===== src/rtl/spi_irq_pkg.sv =====
package spi_irq_pkg;

  localparam logic [1:0] A_STAT = 2'd0;
  localparam logic [1:0] A_TXD  = 2'd1;
  localparam logic [1:0] A_RXD  = 2'd2;
  localparam logic [1:0] A_CTL  = 2'd3;

  localparam int unsigned B_TXE = 0;
  localparam int unsigned B_RXF = 1;
  localparam int unsigned B_OVR = 2;
  localparam int unsigned B_TIE = 4;
  localparam int unsigned B_RIE = 5;

  // clock cycles per half period of the serial clock
  function automatic int unsigned half_cycles(input int unsigned div);
    return div + 1;
  endfunction

  // any enabled source fires
  function automatic logic req_any(input logic tx_ev, input logic tie,
                                   input logic rx_ev, input logic rie);
    return (tx_ev & tie) | (rx_ev & rie);
  endfunction

endpackage


===== src/rtl/spi_irq_shifter.sv =====
module spi_irq_shifter #(
  parameter int unsigned DATA_W = 8,
  parameter int unsigned DIV_W  = 4
) (
  input  logic              clk,
  input  logic              rst_n,
  input  logic              load,
  input  logic [DATA_W-1:0] load_data,
  input  logic [DIV_W-1:0]  div,
  input  logic              miso,
  output logic              sclk,
  output logic              mosi,
  output logic              cs_n,
  output logic              ready,
  output logic              done,
  output logic [DATA_W-1:0] rx_word
);
  localparam int unsigned BIT_W = (DATA_W > 1) ? $clog2(DATA_W) : 1;
  localparam logic [BIT_W-1:0] LAST_BIT = BIT_W'(DATA_W - 1);

  logic              busy;
  logic              sclk_q;
  logic [DIV_W-1:0]  cnt;
  logic [BIT_W-1:0]  bitc;
  logic [DATA_W-1:0] tx_sh;
  logic [DATA_W-1:0] rx_sh;

  logic tick, rise, fall, last;

  assign tick = busy && (cnt >= div);
  assign rise = tick && !sclk_q;
  assign fall = tick && sclk_q;
  assign last = fall && (bitc == LAST_BIT);

  always_ff @(posedge clk or negedge rst_n) begin
    if (!rst_n) begin
      busy   <= 1'b0;
      sclk_q <= 1'b0;
      cnt    <= '0;
      bitc   <= '0;
      tx_sh  <= '0;
      rx_sh  <= '0;
    end else if (load) begin
      busy   <= 1'b1;
      sclk_q <= 1'b0;
      cnt    <= '0;
      bitc   <= '0;
      tx_sh  <= load_data;
      if (rise) rx_sh <= {rx_sh[DATA_W-2:0], miso};
    end else if (busy) begin
      cnt <= tick ? '0 : cnt + 1'b1;
      if (rise) begin
        sclk_q <= 1'b1;
        rx_sh  <= {rx_sh[DATA_W-2:0], miso};
      end
      if (fall) begin
        sclk_q <= 1'b0;
        if (last) begin
          busy <= 1'b0;
        end else begin
          bitc  <= bitc + 1'b1;
          tx_sh <= {tx_sh[DATA_W-2:0], 1'b0};
        end
      end
    end
  end

  assign sclk    = sclk_q;
  assign mosi    = tx_sh[DATA_W-1];
  assign cs_n    = !busy;
  assign ready   = !busy || last;
  assign done    = last;
  assign rx_word = rx_sh;

endmodule


===== src/rtl/spi_irq_regs.sv =====
module spi_irq_regs
  import spi_irq_pkg::*;
#(
  parameter int unsigned DATA_W = 8,
  parameter int unsigned DIV_W  = 4
) (
  input  logic              clk,
  input  logic              rst_n,
  input  logic [1:0]        addr,
  input  logic              wr,
  input  logic              rd,
  input  logic [DATA_W-1:0] wdata,
  output logic [DATA_W-1:0] rdata,
  input  logic              sh_ready,
  input  logic              sh_done,
  input  logic [DATA_W-1:0] sh_rx_word,
  output logic              sh_load,
  output logic [DATA_W-1:0] sh_load_data,
  output logic [DIV_W-1:0]  div,
  output logic              tie,
  output logic              rie,
  output logic              txe,
  output logic              rxf,
  output logic              ovr,
  output logic              wr_txd,
  output logic              ev_tx,
  output logic              ev_rx
);
  logic [DATA_W-1:0] tx_buf;
  logic [DATA_W-1:0] rx_buf;
  logic              wr_stat, wr_ctl, rd_rxd;

  assign wr_txd  = wr && (addr == A_TXD);
  assign wr_stat = wr && (addr == A_STAT);
  assign wr_ctl  = wr && (addr == A_CTL);
  assign rd_rxd  = rd && (addr == A_RXD);

  assign sh_load      = !txe && sh_ready;
  assign sh_load_data = tx_buf;
  assign ev_tx        = sh_load && !wr_txd;
  assign ev_rx        = sh_done;

  function automatic logic [DATA_W-1:0] pack_status(input logic e, input logic f,
                                                    input logic o);
    logic [DATA_W-1:0] s;
    s        = '0;
    s[B_TXE] = e;
    s[B_RXF] = f;
    s[B_OVR] = o;
    return s;
  endfunction

  function automatic logic [DATA_W-1:0] pack_ctl(input logic [DIV_W-1:0] d,
                                                 input logic te, input logic re);
    logic [DATA_W-1:0] c;
    c            = '0;
    c[DIV_W-1:0] = d;
    c[B_TIE]     = te;
    c[B_RIE]     = re;
    return c;
  endfunction

  always_ff @(posedge clk or negedge rst_n) begin
    if (!rst_n) begin
      txe    <= 1'b1;
      rxf    <= 1'b0;
      ovr    <= 1'b0;
      tx_buf <= '0;
      rx_buf <= '0;
      div    <= '0;
      tie    <= 1'b0;
      rie    <= 1'b0;
    end else begin
      if (wr_txd) begin
        tx_buf <= wdata;
        txe    <= 1'b0;
      end else if (sh_load) begin
        txe <= 1'b1;
      end
      if (sh_done) begin
        rx_buf <= sh_rx_word;
        rxf    <= 1'b1;
      end else if (rd_rxd) begin
        rxf <= 1'b0;
      end
      if (sh_done && rxf) ovr <= 1'b1;
      else if (wr_stat && wdata[B_OVR]) ovr <= 1'b0;
      if (wr_ctl) begin
        div <= wdata[DIV_W-1:0];
        tie <= wdata[B_TIE];
        rie <= wdata[B_RIE];
      end
    end
  end

  always_comb begin
    case (addr)
      A_STAT:  rdata = pack_status(txe, rxf, ovr);
      A_RXD:   rdata = rx_buf;
      A_CTL:   rdata = pack_ctl(div, tie, rie);
      default: rdata = '0;
    endcase
  end

endmodule


===== src/rtl/spi_irq_intgen.sv =====
module spi_irq_intgen
  import spi_irq_pkg::*;
(
  input  logic clk,
  input  logic rst_n,
  input  logic ev_tx,
  input  logic ev_rx,
  input  logic tie,
  input  logic rie,
  output logic irq
);
  always_ff @(posedge clk or negedge rst_n) begin
    if (!rst_n) irq <= 1'b0;
    else        irq <= req_any(ev_tx, tie, ev_rx, rie);
  end
endmodule


===== src/rtl/spi_irq_master.sv =====
module spi_irq_master #(
  parameter int unsigned DATA_W = 8,
  parameter int unsigned DIV_W  = 4
) (
  input  logic              clk,
  input  logic              rst_n,
  input  logic [1:0]        reg_addr,
  input  logic              reg_wr,
  input  logic              reg_rd,
  input  logic [DATA_W-1:0] reg_wdata,
  output logic [DATA_W-1:0] reg_rdata,
  output logic              spi_sclk,
  output logic              spi_mosi,
  input  logic              spi_miso,
  output logic              spi_cs_n,
  output logic              irq
);
  logic              sh_ready, sh_done, sh_load;
  logic [DATA_W-1:0] sh_rx_word, sh_load_data;
  logic [DIV_W-1:0]  ctl_div;
  logic              ctl_tie, ctl_rie;
  logic              st_txe, st_rxf, st_ovr;
  logic              wr_txd, ev_tx_set, ev_rx_set;

  spi_irq_regs #(.DATA_W(DATA_W), .DIV_W(DIV_W)) regs_i (
    .clk(clk), .rst_n(rst_n), .addr(reg_addr), .wr(reg_wr), .rd(reg_rd),
    .wdata(reg_wdata), .rdata(reg_rdata),
    .sh_ready(sh_ready), .sh_done(sh_done), .sh_rx_word(sh_rx_word),
    .sh_load(sh_load), .sh_load_data(sh_load_data),
    .div(ctl_div), .tie(ctl_tie), .rie(ctl_rie),
    .txe(st_txe), .rxf(st_rxf), .ovr(st_ovr),
    .wr_txd(wr_txd), .ev_tx(ev_tx_set), .ev_rx(ev_rx_set)
  );

  spi_irq_shifter #(.DATA_W(DATA_W), .DIV_W(DIV_W)) shift_i (
    .clk(clk), .rst_n(rst_n), .load(sh_load), .load_data(sh_load_data),
    .div(ctl_div), .miso(spi_miso), .sclk(spi_sclk), .mosi(spi_mosi),
    .cs_n(spi_cs_n), .ready(sh_ready), .done(sh_done), .rx_word(sh_rx_word)
  );

  spi_irq_intgen intgen_i (
    .clk(clk), .rst_n(rst_n), .ev_tx(ev_tx_set), .ev_rx(ev_rx_set),
    .tie(ctl_tie), .rie(ctl_rie), .irq(irq)
  );

endmodule


===== config.mk =====
export PLATFORM = sky130hd
export DESIGN_NAME = spi_irq_master
export DESIGN_NICKNAME = d
export VERILOG_FILES = /design/src/rtl/spi_irq_pkg.sv /design/src/rtl/spi_irq_shifter.sv /design/src/rtl/spi_irq_regs.sv /design/src/rtl/spi_irq_intgen.sv /design/src/rtl/spi_irq_master.sv
export SDC_FILE = /design/constraint.sdc
export NUM_CORES = 1
export LEC_CHECK = 0
export CAP_MARGIN = 20
export CORE_MARGIN = 2
export CORE_UTILIZATION = 35
export DETAILED_ROUTE_END_ITERATION = 6
export PLACE_DENSITY = 0.56
export REMOVE_ABC_BUFFERS = 1
export SETUP_SLACK_MARGIN = 0.15
export SLEW_MARGIN = 25
export SYNTH_ARGS = -nofsm -noshare
export SYNTH_HDL_FRONTEND = slang
export SYNTH_SLANG_ARGS = --single-unit

===== constraint.sdc =====
create_clock -name clk -period 3.4 [get_ports clk]
set_input_delay 0.34 -clock clk [delete_from_list [all_inputs] [get_ports clk]]
set_output_delay 0.34 -clock clk [all_outputs]
set_load 0.01 [all_outputs]

* Word-level counts from Yosys, hierarchy flattened
Cells that the tools add are included.
** Storage, ports and cells
- Register bits after elaboration :: 51
- Bits in latches :: 0
- Bits in writable memories :: 0
- Memory bits (read-only) :: 0
- Input port bits :: 15
- Output and inout bits :: 12
- Logic and storage cells :: 81
- Memories :: 0
** Cells by class
- Add/subtract/negate cells :: 2
- Multipliers :: 0
- Divide/modulo/power cells :: 0
- $lt $le $gt $ge :: 1
- Eq/ne operators :: 5
- Shift operators :: 0
- Multiplexer cells :: 29
- Bitwise operators :: 3
- Reductions and logical operators :: 26
** Operators with widths (count)
- $mux W8 :: 7
- $pmux W8 S3 :: 1
- $mux W1 :: 14
- $logic_and A1 B1 Y1 :: 12
- $mux W3 :: 4
- $mux W4 :: 3
- $reduce_bool A2 Y1 :: 5
- $add A4 B1 Y4 const B :: 1
- $eq A2 B2 Y1 const B :: 2
- $ge A4 B4 Y1 :: 1
- $logic_not A1 Y1 :: 4
- $add A3 B1 Y3 const B :: 1
- $eq A3 B3 Y1 const B :: 1
- $reduce_and A3 Y1 :: 1
- $reduce_bool A3 Y1 :: 1
- $and A1 B1 Y1 :: 2
- $eq A2 B1 Y1 const B :: 1
- $logic_not A2 Y1 :: 1
- $ne A2 B2 Y1 const B :: 1
- $reduce_and A2 Y1 :: 1
- $logic_or A1 B1 Y1 :: 1
- $or A1 B1 Y1 :: 1

* Logic depth before layout (Yosys ltp)
- Depth in word-level cells :: 9
- Depth in mapped cells :: 7

* Cells and area by module
A second synthesis with hierarchy kept.
** Unflattened totals
- Cell total of the unflattened synthesis :: 202
- Area, all modules :: 2504.9 um^2
** Modules (own cells, without submodules)
- spi_irq_shifter :: instances 1, cells an instance 123, area an instance 1348.8 um^2, seq. area each 625.6 um^2
- spi_irq_regs :: instances 1, cells an instance 77, area an instance 1122.3 um^2, seq. area each 626.9 um^2
- spi_irq_intgen :: instances 1, cells an instance 2, area an instance 33.8 um^2, seq. area each 25.0 um^2

* Worst setup path before layout
No wires, ideal clock.
- Path type :: flip-flop to flip-flop
- Start point :: reg shift_i.cnt[0]
- End point :: reg shift_i.tx_sh[2]
- Setup time :: 125 ps
- Arrival time :: 1941 ps
- Slack :: 1334 ps
- Stages on the path, launching flop included :: 8
- Buffers on the path :: 0
- Clock period less this slack :: 2066 ps
- Path through :: dfrtp_1 inv_1 ha_1 nor3b_2 nor3_2 nor2_2 mux2_2 mux2_2
** On the way
- Longest elaborated chain between the ends :: 8
- Elaborated cells on any way between the ends :: 11
- Classes of those cells :: 1 x order compare; 1 x eq/ne; 1 x mux; 8 x reduce/logical
** RTL lines
- from (decl) :: RTL line spi_irq_shifter.sv:23 : logic [DIV_W-1:0] cnt;
- from (signal assigned) :: RTL line spi_irq_shifter.sv:51 : cnt <= tick ? '0 : cnt + 1'b1;
- $ge A4 B4 Y1 * :: RTL line spi_irq_shifter.sv:30 : assign tick = busy && (cnt >= div);
- $logic_and A1 B1 Y1 * :: RTL line spi_irq_shifter.sv:30
- $logic_and A1 B1 Y1 * :: RTL line spi_irq_shifter.sv:32 : assign fall = tick && sclk_q;
- $logic_and A1 B1 Y1 :: RTL line spi_irq_shifter.sv:33 : assign last = fall && (bitc == LAST_BIT);
- $logic_or A1 B1 Y1 :: RTL line spi_irq_shifter.sv:71 : assign ready = !busy || last;
- $logic_and A1 B1 Y1 :: RTL line spi_irq_regs.sv:38 : assign sh_load = !txe && sh_ready;
- $ne A2 B2 Y1 (no line) / $reduce_bool A2 Y1 (equally long branches)
- $reduce_and A3 Y1 (no line)
- to (signal assigned) :: RTL line spi_irq_shifter.sv:48 : tx_sh <= load_data;
- to (signal assigned) :: RTL line spi_irq_shifter.sv:62 : tx_sh <= {tx_sh[DATA_W-2:0], 1'b0};
- to (decl) :: RTL line spi_irq_shifter.sv:25 : logic [DATA_W-1:0] tx_sh;
Mark *: on every way between the ends. The rest lies on a longest branch, timed or not.
A chain may end at the register's enable or synchronous reset.

* Worst setup path in the final report
- Start point :: in reg_addr[1]
- End point :: out reg_rdata[0]
** On the way
- Longest elaborated chain between the ends :: 2
- Elaborated cells on any way between the ends :: 4
- Classes of those cells :: 2 x eq/ne; 1 x mux; 1 x reduce/logical
** RTL lines
- from (decl) :: RTL line spi_irq_master.sv:7 : input logic [1:0] reg_addr,
- $eq A2 B2 Y1 / $logic_not A2 Y1 (equally long branches) :: RTL line spi_irq_regs.sv:97 : case (addr)
- $pmux W8 S3 * :: RTL line spi_irq_regs.sv:97
- to (decl) :: RTL line spi_irq_master.sv:11 : output logic [DATA_W-1:0] reg_rdata,
Marks and branches as above.

==> impl_results.md <==
* Compound-Gate Fraction of Synth Area at 0.07628
* GRT Total Usage at 0.1302
* Die H at slightly below 90 um
* Final Non-Filler Cells at about 300
* Seq cells post-synth at 51
* Main combinational cell family by area after synthesis: multiplexers
* Final Max Slew Viols at 0
* Simple-gate area share of the yosys netlist at 0.08568
* Cell Chain, Critical Path: clkdlybuf4s50_1 -> mux2i_1 -> o21ai_0 -> clkdlybuf4s50_1
* Post-synth top cells: dfrtp_1, mux2_2, o21ai_0
* Clock sinks at between 50 and 60
* Post-synthesis sequential area ratio at 0.5334
* Clock Path Buffers at 2
* CP peak stage delay at just over 800 ps
* Htree depth at 2
* Placed cells at approximately 290
* Pwr Total at 1.943 mW
* Setup Fix Bufs, Post-CTS at 0
* Worst r2r src: regs_i.div[3]$_DFFE_PN0P_
* CP endpoint: reg_rdata[0]
* Worst path arrival time at 2160 ps
* R2R Path End: shift_i.tx_sh[6]$_DFFE_PN0P_
* Fraction of registers with async set/reset at 1.000
* Rel. slew slack at 0.4970
* Die area at around 7500 sq um
* Max Cap Violations at 0
* Post-Syn Area per Cell at about 13 sq um
* Clk_lat worst skew at between 300 and 400 ps
* Vias in the first global route at about 1500
* Core Footprint at about 6700 sq um
* CP Depth at 4
* Final setup skew at roughly 8.6 ps
* I/O pins at 27
* Most used standard cell by instance count after synthesis: dfrtp_1
* Routed len/inst at 14.56 um
* Setup Viol. Count Final at 0
* Critical path class: input port to output port
* Synth Instances at 187
* Delay-heaviest family, CP: buffers and inverters
* Total CTS buffers at 5
* Worst reg-to-reg path cell count at 7
* Pleak at between 1 and 1.5 nW
* Crit end category: output port
* Drt pass-1 iters at 4
* Most frequent CP cell: clkdlybuf4s50_1
* Largest net degree at the start of global routing at 35
* Post-synth EDFFs at 0
* Post-synth top area share at 0.5225
* Adder-cell share of the synthesized area at 0.03657
* Distinct cells, synth at 33
* Area contributors post-synth: dfrtp_1, mux2_2, ha_1
* Die Wd at 86.72 um
* Cts repair resizes at 0
* Pwr dens at about 690 nW/um^2
* Unrepaired setup endpoints after global routing: false
* Placer congestion estimate at 0.7324
* Worst Path Buf+Inv at 2
* Worst hold path class: input port to asynchronous set/reset pin
* Area Overhead vs Synth at 18.39%
* Initial Utilization at 0.3564
* Post-CTS Hold Fix Bufs at 0
* Setup crit start: reg_addr[1]
* PortBufs at 26
* Yosys warns at 0
* Critical path peak fanout at 14
* Root buf cell: clkbuf_8
* Critical Path RT at between 3000 and 4000 ps
* Post-DRT Antenna Nets at 0
* Post-Syn Area at approximately 2400 sq um
* Initial antenna violation count at 0
* Final Hold Fails at 0
* R2r setup slk at about 1100 ps
* Synth area leader: dfrtp_1
* Routed wire length at around 4300 um
* Mux share of post-synthesis cell area at 0.2362
* Final nets at around 240
* Rows at 30
* Slowest CP cell: clkdlybuf4s50_1
* Via count at 1500
* Status: finished clean
* Setup_tns at 0 ps
* Pre-CTS setup slack at 924.0 ps
* Clk slew on worst S/H paths at 90 ps
* Post-Synth XOR/XNOR Area at 0.007315
* Final hold slack at 92.36 ps
* Maximum vdd drop at about 0.22 mV
* Global-route wire length before repair at ~7500 um
* Achievable Freq at 399.5 MHz
* Min Tclk post-route at between 2000 and 3000 ps
* Gr ovfl total at 0
* Worst-margin pin slew at between 700 and 800 ps
* Starting DRT DRC Count at around 70
* Element type at the critical path start: input port
* Share of cells above drive strength 1 at 0.2857
* CTS tree: yes
* Post-route DRC at 0
* Final period util at 0.7362
* Synth Flop Type: dfrtp_1
* Hpwl dp at 3071 um
* Final setup margin at approximately 900 ps
* Via density at 5.051
* # diodes at 0
## cells in the final DEF, fill, tap and decap left out, drive strengths merged, types with 5 or more instances in the layout
master / n
dfrtp: 50
mux2i: 7
o21ai: 16
ha: 7
inv: 10
nand3: 6
clkbuf: 6
nor2b: 5
clkdlybuf4s50: 25
mux2: 44
nand2: 12
## through the flow
step / cell area [sq um] / utilization
after global placement: 2736 / 0.4073
after CTS: 2835 / 0.4220
after global routing: 2835 / 0.4220
after detailed placement: 2736 / 0.4073
final: 2835 / 0.4220
after floorplan: 2374 / -
## flip-flops by register name, summed over array words and instances, names as in the netlist
name / flops
regs_i.rx_buf: 8
regs_i.sh_load_data: 8
shift_i.rx_word: 8
shift_i.tx_sh: 8
regs_i.div: 4
shift_i.cnt: 4
shift_i.bitc: 3
intgen_i.irq: 1
regs_i.ovr: 1
regs_i.rie: 1
regs_i.rxf: 1
regs_i.tie: 1
regs_i.txe: 1
shift_i.busy: 1
shift_i.sclk: 1
## cells by family (layout without fill, tap and decap cells)
| logic type | after synthesis | count (layout) |
|---|---|---|
| buffers and inverters | 15 | 45 |
| and+or+nand+nor | 33 | 33 |
| DFF | 51 | 51 |
| xor gates and xnor gates | 2 | 2 |
| AOI/OAI and AO/OA | 28 | 28 |
| adders and majority gates | 7 | 7 |
| muxes | 51 | 51 |
## how the worst min path moves through the flow
stage                                                end  depth (start not counted)  start
after CTS                   regs_i.rx_buf[2]$_DFFE_PN0P_                          1  rst_n
final                       regs_i.rx_buf[2]$_DFFE_PN0P_                          1  rst_n
after global placement    shift_i.rx_word[0]$_DFFE_PN0P_                          1  rst_n
after global routing        regs_i.rx_buf[2]$_DFFE_PN0P_                          1  rst_n
after floorplan                   intgen_i.irq$_DFF_PN0_                          0  rst_n
after detailed placement      shift_i.cnt[0]$_DFFE_PN0P_                          1  rst_n
## routing by layer
layer  GRT usage  vias to the layer above  part of all wire  wire length, um
li1            -                      725                 -                -
met1      0.1758                      745              0.50             2149
met5           0                        -                 0                0
met3     0.03143                        8             0.034              145
met4     0.05540                        0             0.017               75
met2      0.2000                       22              0.45             1953
## cell type report
cell class | count | area [sq um]
timing repair buffer | 27 | 262.8
clock inverter | 2 | 16.27
clock buffer | 6 | 82.58
inverter | 10 | 37.54
tap | 80 | 100.1
sequential | 51 | 1277
multi-input combinational | 121 | 1059
fill | 637 | 3884
## power by group
group | leakage [nW] | total [mW] | internal [mW] | switching [mW]
clock | 0.0474 | 0.370 | 0.166 | 0.204
sequential | 0.645 | 0.936 | 0.801 | 0.135
combinational | 0.603 | 0.636 | 0.361 | 0.276
No activity file was read; power rests on OpenSTA's default activity.
